==> config.mk <==
export PLATFORM = sky130hd
export DESIGN_NAME = irq_prio_ctrl
export DESIGN_NICKNAME = d
export VERILOG_FILES = /design/src/rtl/irq_prio_pkg.sv /design/src/rtl/irq_prio_pick.sv /design/src/rtl/irq_req_latch.sv /design/src/rtl/irq_prio_ctrl.sv
export SDC_FILE = /design/constraint.sdc
export NUM_CORES = 1
export LEC_CHECK = 0
export CAP_MARGIN = 0
export CORE_UTILIZATION = 40
export DETAILED_ROUTE_END_ITERATION = 8
export DONT_BUFFER_PORTS = 1
export PLACE_DENSITY = 0.64
export REMOVE_ABC_BUFFERS = 1
export SLEW_MARGIN = 30
export SYNTH_ARGS = -nofsm -noshare
export SYNTH_HDL_FRONTEND = slang
export SYNTH_SLANG_ARGS = --single-unit
==> constraint.sdc <==
create_clock -name clk -period 8.82 [get_ports clk]
set_input_delay 1.323 -clock clk [delete_from_list [all_inputs] [get_ports clk]]
set_output_delay 1.323 -clock clk [all_outputs]
set_load 0.05 [all_outputs]
==> src/rtl/irq_prio_pkg.sv <==
package irq_prio_pkg;
  typedef enum logic [2:0] {
    ST_IDLE, ST_BASE, ST_CASC, ST_MODE, ST_RUN
  } setup_st_t;

  localparam int SETUP_TAG_BIT = 4;
  localparam int SINGLE_BIT    = 1;
  localparam int AUTO_EOS_BIT  = 1;
  localparam int CTRL_KIND_BIT = 3;
  localparam int POLL_BIT      = 2;
  localparam int RSEL_VALID    = 1;
  localparam int RSEL_BIT      = 0;

  localparam logic [2:0] OP_END_TOP     = 3'b001;
  localparam logic [2:0] OP_END_LVL     = 3'b011;
  localparam logic [2:0] OP_END_TOP_ROT = 3'b101;
  localparam logic [2:0] OP_END_LVL_ROT = 3'b111;
  localparam logic [2:0] OP_SET_LOWEST  = 3'b110;
endpackage

==> src/rtl/irq_prio_pick.sv <==
module irq_prio_pick #(
  parameter int N  = 8,
  localparam int LW = $clog2(N)
)(
  input  logic [N-1:0]  vec,
  input  logic [LW-1:0] lowest,
  output logic          any,
  output logic [LW-1:0] lvl,
  output logic [LW-1:0] rank
);
  always_comb begin
    any  = 1'b0;
    lvl  = '0;
    rank = '0;
    for (int k = N - 1; k >= 0; k--) begin
      if (vec[lowest + LW'(k + 1)]) begin
        any  = 1'b1;
        lvl  = lowest + LW'(k + 1);
        rank = LW'(k);
      end
    end
  end
endmodule

==> src/rtl/irq_req_latch.sv <==
module irq_req_latch #(
  parameter int N = 8
)(
  input  logic         clk,
  input  logic         rst,
  input  logic         clr_all,
  input  logic [N-1:0] clr_mask,
  input  logic [N-1:0] lines,
  output logic [N-1:0] req
);
  logic [N-1:0] prev;

  always_ff @(posedge clk) begin
    if (rst) begin
      prev <= '0;
      req  <= '0;
    end else begin
      prev <= lines;
      if (clr_all) req <= '0;
      else         req <= (req & ~clr_mask) | (lines & ~prev);
    end
  end
endmodule

==> src/rtl/irq_prio_ctrl.sv <==
module irq_prio_ctrl
  import irq_prio_pkg::*;
#(
  parameter int N_IRQ = 8,
  parameter int DW    = 8,
  localparam int LW   = $clog2(N_IRQ),
  localparam int BW   = DW - LW
)(
  input  logic             clk,
  input  logic             rst,
  input  logic             cs,
  input  logic             rd_en,
  input  logic             wr_en,
  input  logic             reg_sel,
  input  logic [DW-1:0]    wdata,
  output logic [DW-1:0]    rdata,
  input  logic [N_IRQ-1:0] irq_in,
  input  logic             irq_ack,
  output logic             irq_out
);
  localparam logic [N_IRQ-1:0] BIT0 = 1;

  setup_st_t        st;
  logic [BW-1:0]    base;
  logic             single, aeoi, rsel_isr, poll_arm;
  logic [N_IRQ-1:0] irr, imr, isr, pend;
  logic [LW-1:0]    lowest;

  logic wr_go, rd_go, icw1_wr, hi_wr, ocw2_wr, ocw3_wr, running, ack_go, grant;
  logic          req_any, isr_any;
  logic [LW-1:0] req_lvl, req_rank, isr_lvl, isr_rank, wl, low_nxt;
  logic [N_IRQ-1:0] irr_clr, isr_set, isr_clr;
  logic          low_we;

  assign running = (st == ST_RUN);
  assign wr_go   = cs & wr_en;
  assign rd_go   = cs & rd_en;
  assign icw1_wr = wr_go & ~reg_sel & wdata[SETUP_TAG_BIT];
  assign hi_wr   = wr_go & reg_sel;
  assign ocw2_wr = wr_go & ~reg_sel & ~wdata[SETUP_TAG_BIT] & ~wdata[CTRL_KIND_BIT] & running;
  assign ocw3_wr = wr_go & ~reg_sel & ~wdata[SETUP_TAG_BIT] &  wdata[CTRL_KIND_BIT] & running;
  assign ack_go  = irq_ack & running;
  assign pend    = irr & ~imr;
  assign wl      = wdata[LW-1:0];

  irq_req_latch #(.N(N_IRQ)) u_latch (
    .clk(clk), .rst(rst), .clr_all(icw1_wr), .clr_mask(irr_clr),
    .lines(irq_in), .req(irr)
  );

  irq_prio_pick #(.N(N_IRQ)) u_pick_req (
    .vec(pend), .lowest(lowest), .any(req_any), .lvl(req_lvl), .rank(req_rank)
  );

  irq_prio_pick #(.N(N_IRQ)) u_pick_isr (
    .vec(isr), .lowest(lowest), .any(isr_any), .lvl(isr_lvl), .rank(isr_rank)
  );

  assign grant   = running & req_any & (~isr_any | (req_rank < isr_rank));
  assign irr_clr = (ack_go & grant) ? (BIT0 << req_lvl) : '0;
  assign isr_set = (ack_go & grant & ~aeoi) ? (BIT0 << req_lvl) : '0;

  always_comb begin
    isr_clr = '0;
    low_we  = 1'b0;
    low_nxt = lowest;
    if (ocw2_wr) begin
      case (wdata[DW-1 -: 3])
        OP_END_TOP:     if (isr_any) isr_clr = BIT0 << isr_lvl;
        OP_END_TOP_ROT: if (isr_any) begin
          isr_clr = BIT0 << isr_lvl;
          low_we  = 1'b1;
          low_nxt = isr_lvl;
        end
        OP_END_LVL:     isr_clr = BIT0 << wl;
        OP_END_LVL_ROT: begin
          isr_clr = BIT0 << wl;
          low_we  = 1'b1;
          low_nxt = wl;
        end
        OP_SET_LOWEST:  begin
          low_we  = 1'b1;
          low_nxt = wl;
        end
        default: ;
      endcase
    end
  end

  always_ff @(posedge clk) begin
    if (rst) begin
      st       <= ST_IDLE;
      base     <= '0;
      single   <= 1'b0;
      aeoi     <= 1'b0;
      rsel_isr <= 1'b0;
      poll_arm <= 1'b0;
      imr      <= '0;
      isr      <= '0;
      lowest   <= LW'(N_IRQ - 1);
      irq_out  <= 1'b0;
      rdata    <= '0;
    end else begin
      irq_out <= grant;
      if (icw1_wr) begin
        st       <= ST_BASE;
        single   <= wdata[SINGLE_BIT];
        aeoi     <= 1'b0;
        rsel_isr <= 1'b0;
        poll_arm <= 1'b0;
        imr      <= '0;
        isr      <= '0;
        lowest   <= LW'(N_IRQ - 1);
      end else begin
        isr <= (isr & ~isr_clr) | isr_set;
        if (low_we) lowest <= low_nxt;
        if (ocw3_wr) begin
          if (wdata[RSEL_VALID]) rsel_isr <= wdata[RSEL_BIT];
          poll_arm <= wdata[POLL_BIT];
        end
        if (hi_wr) begin
          case (st)
            ST_BASE: begin
              base <= wdata[DW-1:LW];
              st   <= single ? ST_MODE : ST_CASC;
            end
            ST_CASC: st <= ST_MODE;
            ST_MODE: begin
              aeoi <= wdata[AUTO_EOS_BIT];
              st   <= ST_RUN;
            end
            ST_RUN:  imr <= wdata[N_IRQ-1:0];
            default: ;
          endcase
        end
      end
      if (ack_go) begin
        rdata <= grant ? {base, req_lvl} : {base, {LW{1'b1}}};
      end else if (rd_go) begin
        if (reg_sel)       rdata <= DW'(imr);
        else if (poll_arm) rdata <= {req_any, {(DW-1-LW){1'b0}}, req_lvl};
        else if (rsel_isr) rdata <= DW'(isr);
        else               rdata <= DW'(irr);
        if (!reg_sel) poll_arm <= 1'b0;
      end
    end
  end
endmodule

## Yosys cells after proc, flatten, opt, wreduce, memory -nomap -nowiden

Cells that the tools add are included.

- ROM bits: 0
- Bits in writable memories: 0
- Output and inout bits: 9
- Bits in latches: 0
- Memories: 0
- Bits in registers: 56

- Order comparisons: 9
- Div/mod/pow operators: 0
- Reduce and logical (&&, ||, !) cells: 16
- Multiply operators: 0
- Add/sub/neg operators: 7
- Equality and inequality tests: 10
- Multiplexer cells: 105
- Bitwise gates (word level): 32
- Shifts and indexed selects: 3

Operators with widths:

| operator | number |
|---|---|
| 2-to-1 mux 3 bit | 34 |
| 2-to-1 mux 8 bit | 9 |
| binary-select mux 1 bit (select 3 bit) | 16 |
| 2-to-1 mux 1 bit | 42 |
| AND 8 bit | 4 |
| < comparator 3 x 4 -> 1 bit, second input constant | 8 |
| NOT 8 bit | 4 |
| << shifter 1 x 3 -> 8 bit, first input constant | 3 |
| bitwise OR 8 bit | 2 |
| case mux 8 bit (2 select lines) | 1 |
| AND 1 bit | 15 |
| adder 3 bit, second input constant | 4 |
| == test 3 bit, second input constant | 4 |
| AND reduction 2 bit | 5 |
| == test 3 x 2 -> 1 bit, second input constant | 3 |
| case mux 3 bit (3 select lines) | 1 |
| OR reduction 2 bit | 4 |
| adder 3 x 2 -> 3 bit, second input constant | 2 |
| == test 3 x 1 -> 1 bit, second input constant | 2 |
| NOT 1 bit | 6 |
| case mux 3 bit (2 select lines) | 1 |
| nonzero test 2 bit | 3 |
| AND reduction 4 bit | 1 |
| nonzero test 4 bit | 1 |
| 7 further kinds | 7 |

## Depth between registers and ports, before layout

- Depth in word-level cells: 20
- Depth in mapped cells: 19
- Mapped depth without buffers: 14

## Modules after synthesis

Synthesis repeated with hierarchy kept, for this count alone.

- Cells, all modules: 562
- Area total of the unflattened synthesis: 5046.1 um2

Modules (own cells, without submodules):

| module | cells each | sequential area each (um2) | area each (um2) | instances |
|---|---|---|---|---|
| irq_prio_ctrl | 266 | 800.8 | 2275.9 | 1 |
| irq_prio_pick | 123 | 0.0 | 1101.1 | 2 |
| irq_req_latch | 50 | 320.3 | 568.0 | 1 |

## Worst setup path before layout

Ideal clock, no wire load.

- Kind: register to register
- Start: register lowest[0]
- End: register isr[0]
- Cell stages (with the launch flop): 19
- Slack: 4.907 ns
- Arrival time: 3.844 ns
- Cell sequence: dfxtp_1 buf_6 inv_4 buf_6 buf_2 ha_1 buf_2 xnor2_1 mux4_2 mux2i_1 nand2_1 a31oi_1 nor2_1 ha_1 o21a_1 o32a_1 o32a_4 or3_4 o21ai_1

- Word-level cells in the longest chain between the ends: 17
- Elaborated cells between the ends (all ways): 103

RTL lines:

| element | line | text |
|---|---|---|
| from (decl) | irq_prio_ctrl.sv:27 | `logic [LW-1:0] lowest;` |
| from (signal assigned) | irq_prio_ctrl.sv:100 | `lowest <= LW'(N_IRQ - 1);` |
| from (signal assigned) | irq_prio_ctrl.sv:113 | `lowest <= LW'(N_IRQ - 1);` |
| from (signal assigned) | irq_prio_ctrl.sv:116 | `if (low_we) lowest <= low_nxt;` |
| adder 3 bit or binary-select mux 1 bit (select 3 bit) (tied branches) | irq_prio_pick.sv:16, irq_prio_pick.sv:18 |  |
| binary-select mux 1 bit (select 3 bit) or 2-to-1 mux 1 bit (tied branches) | irq_prio_pick.sv:16 | `if (vec[lowest + LW'(k + 1)]) begin` |
| 2-to-1 mux 1 bit (not written as such) or 2-to-1 mux 3 bit (tied branches) | irq_prio_pick.sv:16 |  |
| 2-to-1 mux 3 bit or 2-to-1 mux 1 bit (tied branches) (7 in series) | irq_prio_pick.sv:16 |  |
| < comparator 3 bit (tied with other cells) | irq_prio_ctrl.sv:59 | `assign grant = running & req_any & (~isr_any \| (req_rank < isr_rank));` |
| bitwise OR 1 bit or 2-to-1 mux 8 bit (tied branches) | irq_prio_ctrl.sv:59, irq_prio_ctrl.sv:69, irq_prio_ctrl.sv:70 |  |
| AND 1 bit or case mux 8 bit (2 select lines) (tied branches) | irq_prio_ctrl.sv:59, irq_prio_ctrl.sv:68 |  |
| AND 1 bit or 2-to-1 mux 8 bit (tied branches) | irq_prio_ctrl.sv:61, irq_prio_ctrl.sv:67 |  |
| AND 1 bit or NOT 8 bit (tied branches) | irq_prio_ctrl.sv:61, irq_prio_ctrl.sv:115 |  |
| 2-to-1 mux 8 bit or AND 8 bit (tied branches) | irq_prio_ctrl.sv:61, irq_prio_ctrl.sv:115 |  |
| bitwise OR 8 bit * | irq_prio_ctrl.sv:115 | `isr <= (isr & ~isr_clr) \| isr_set;` |
| to (signal assigned) | irq_prio_ctrl.sv:115 |  |
| to (decl) | irq_prio_ctrl.sv:26 | `logic [N_IRQ-1:0] irr, imr, isr, pend;` |

Every way passes the cells marked *; elsewhere a longest branch is shown, timed or not. The select of a mux whose other input is x is not followed.
A chain may end at the register's enable or synchronous reset.

## Worst setup path in the final report

- Start: register lowest[0]
- End: register isr[4]

Same word-level chain as after synthesis.

==> summary.txt <==
Nets -> 563
VDD IR-drop max -> 0.105 mV
Seq/Total Area, Yosys -> 0.235
CTS Hold Bufs -> 0
Pleak -> 1.81 nW
Post-Synthesis Cells -> 557
RSZ-0062 raised after global routing -> no
PD cells -> 124 nW/um^2
Gr usage total -> 0.245
Hold Fails Final Rpt -> 0
Die ar. -> 12400 sq um
Slew Limit Fails -> 0
Core area -> 11500 sq um
Most used cell, CP -> ha_1
Worst R2R Setup Slack -> 4.06 ns
Setup violations, final -> 0
Syn_area_per_cell -> 8.57 sq um
Max FO, Critical Path -> 34
DRT Wirelength -> 15.0 mm
Hold-critical path endpoint -> single
Initial antenna violation count -> 0
Crit start category -> flip-flop
DRC violations left -> 0
Syn-to-layout area delta -> 5.11%
Register-to-Register Path Depth -> 12
Async SR Flop Fraction -> 0
Outcome -> completed
I/O Buffers -> 0
Yosys warning count -> 0
Worst hold stages -> 2
Clock skew -> 0.00373 ns
Synth cell types -> 77
Final TNS setup -> 0 ns
Fraction of layout cells with a size suffix above 1 -> 0.138
Rel. slew slack -> 0.391
Reg-to-reg critical path startpoint -> lowest[0]
Cell row count -> 39
Level count of the clock H-tree -> 2
CTS buffer count -> 5
Worst setup EP type -> flip-flop
HPWL after detailed placement -> 11.2 mm
Total Power -> 621 uW
Mean number of vias per cell -> 6.78
CP peak stage delay -> 0.85 ns
Max-Cap Viols -> 0
Vias -> 4609
Final RePlAce weighted congestion -> 0.952
Initial Util -> 0.414
Clock transition at path regs -> 0.07 ns
Mapped Area -> 4770 sq um
First-pass GRT wire length -> 24.2 mm
Worst skew pair latency -> 0.29 ns
Hold path start -> single
CP Cell Sequence -> buf_4, inv_4, ha_1, mux4_2, mux2i_4, nand4_1, o21bai_1, ha_1, a21o_1, o32a_4, or3_4, o21ai_1
Crit-path slowest cell -> ha_1
Post-route ant nets -> 0
Number of I/O pins -> 32
Inserted Diodes -> 0
CP startpoint -> lowest[0]
Largest net degree at the start of global routing -> 35
Clk buf depth -> 2
CTS tree -> yes
DR iter-0 viols -> 373
Die H -> 111 microns
Pre-Repair DR Iteration Count -> 5
Number of flops mapped to enable cells by yosys -> 0
Grt ovf -> 0
Post-CTS setup buffers -> 0
Num Clock Sinks -> 56
CP required -> 9.04 ns
Root buffer cell -> clkbuf_16
Fin crit period -> 4.76 ns
Crit path DAT -> 4.98 ns
Seq cells post-synth -> 56
Worst-margin pin slew -> 0.910 ns
Min-delay worst type -> reg2reg
Ys flop type -> dfxtp_1
Capturing point of the worst reg2reg path -> isr[4]
Crit path buffers/inverters -> 2
Fmax -> 210 MHz
Post-CTS Resized -> 0
Top delay family on crit path -> adder cells
Chip Width -> 111 microns
Kind of critical path -> reg2reg
DR WL/cell -> 22.1 microns
Final period utilization -> 0.540
Vias in the first global route -> 4406
[registers in the layout, indices dropped and copies added (netlist names)]
signal        cells
u_latch.req       8
single            1
base              5
poll_arm          1
isr               8
rdata             8
rsel_isr          1
st                3
irq_out           1
aeoi              1
lowest            3
u_latch.prev      8
imr               8
[logic make-up (layout without fill, tap and decap cells)]
logic type / count (synthesis) / after routing / share of synthesized area
AO/OA/AOI/OAI: 171 / 171 / 0.255
XOR/XNOR: 6 / 6 / 0.0126
adder cells (fa/ha/maj): 4 / 4 / 0.0105
buffers and inverters: 45 / 25 / 0.0448
flip-flops: 56 / 56 / 0.235
multiplexers: 73 / 73 / 0.220
AND/OR/NAND/NOR: 202 / 202 / 0.222
[report_power, final]
group,internal [mW],switching (mW)
Sequential,0.260,0.0129
Combinational,0.0442,0.0663
Clock,0.150,0.0878
Total,0.454,0.167
[metal layers]
layer	share of wire	vias up	wire length (microns)	global-route usage
li1	-	2094	-	-
met1	0.41	2195	6190	0.330
met2	0.46	281	6840	0.392
met3	0.099	39	1490	0.0383
met4	0.032	0	486	0.0964
met5	0	-	0	0
[cell usage after synthesis, types with 13 or more instances]
cell | n | area share
mux2i_1 | 35 | 0.073
nor3_1 | 17 | 0.018
nand2_1 | 48 | 0.038
o21ai_0 | 26 | 0.027
mux4_2 | 22 | 0.10
nor2b_1 | 35 | 0.046
clkbuf_1 | 18 | 0.014
nand3_1 | 18 | 0.019
a21oi_1 | 33 | 0.035
nor2_1 | 43 | 0.034
mux2_2 | 13 | 0.031
a31oi_1 | 20 | 0.026
dfxtp_1 | 56 | 0.23
[stage by stage]
step           instance area, sq um  utilization  setup WS [ns]  instances  hold slack [ns]
2_1_floorplan                  4610            -           4.05        524            0.431
3_3_place_gp                   4820        0.418           4.22        671            0.441
3_5_place_dp                   4820        0.418           4.09        671            0.451
4_1_cts                        5000        0.434           4.07        679            0.463
5_1_grt                        5020        0.436           3.75        680            0.506
6_report                       5020        0.436           4.06        680            0.457
[worst max path at each step]
stage | to | slack (ns) | cells past startpoint
detailed placement | isr[4] | 4.09 | 14
global placement | isr[0] | 4.22 | 14
global route | isr[7] | 3.75 | 14
floorplan | isr[0] | 4.05 | 14
finish | isr[4] | 4.06 | 12
CTS | isr[4] | 4.07 | 14
[worst min-delay path: stages, from the launching register on]
cell	delay [ns]
dfxtp_1	0.31
nand2_1	0.05
a21oi_1	0.06
[layout make-up]
| cell class | instances | area [sq um] |
|---|---|---|
| fillers | 1150 | 6500 |
| multi-input cells | 456 | 3450 |
| flip-flops and latches | 56 | 1120 |
| well taps | 143 | 179 |
| clock buffers | 7 | 153 |
| inverters | 12 | 47.5 |
| repair buffers | 5 | 37.5 |
| clock inverters | 1 | 30.0 |
[cells in the final DEF, fill, tap and decap left out, drive strengths merged, types with 14 or more instances in the layout]
cell type / instances
a31oi: 20
mux4: 22
nor2: 44
a21oi: 34
nor2b: 35
o21ai: 33
nor3: 18
nand3: 18
dfxtp: 56
mux2: 14
nand2: 48
mux2i: 37
(Power assumes the default switching activity.)
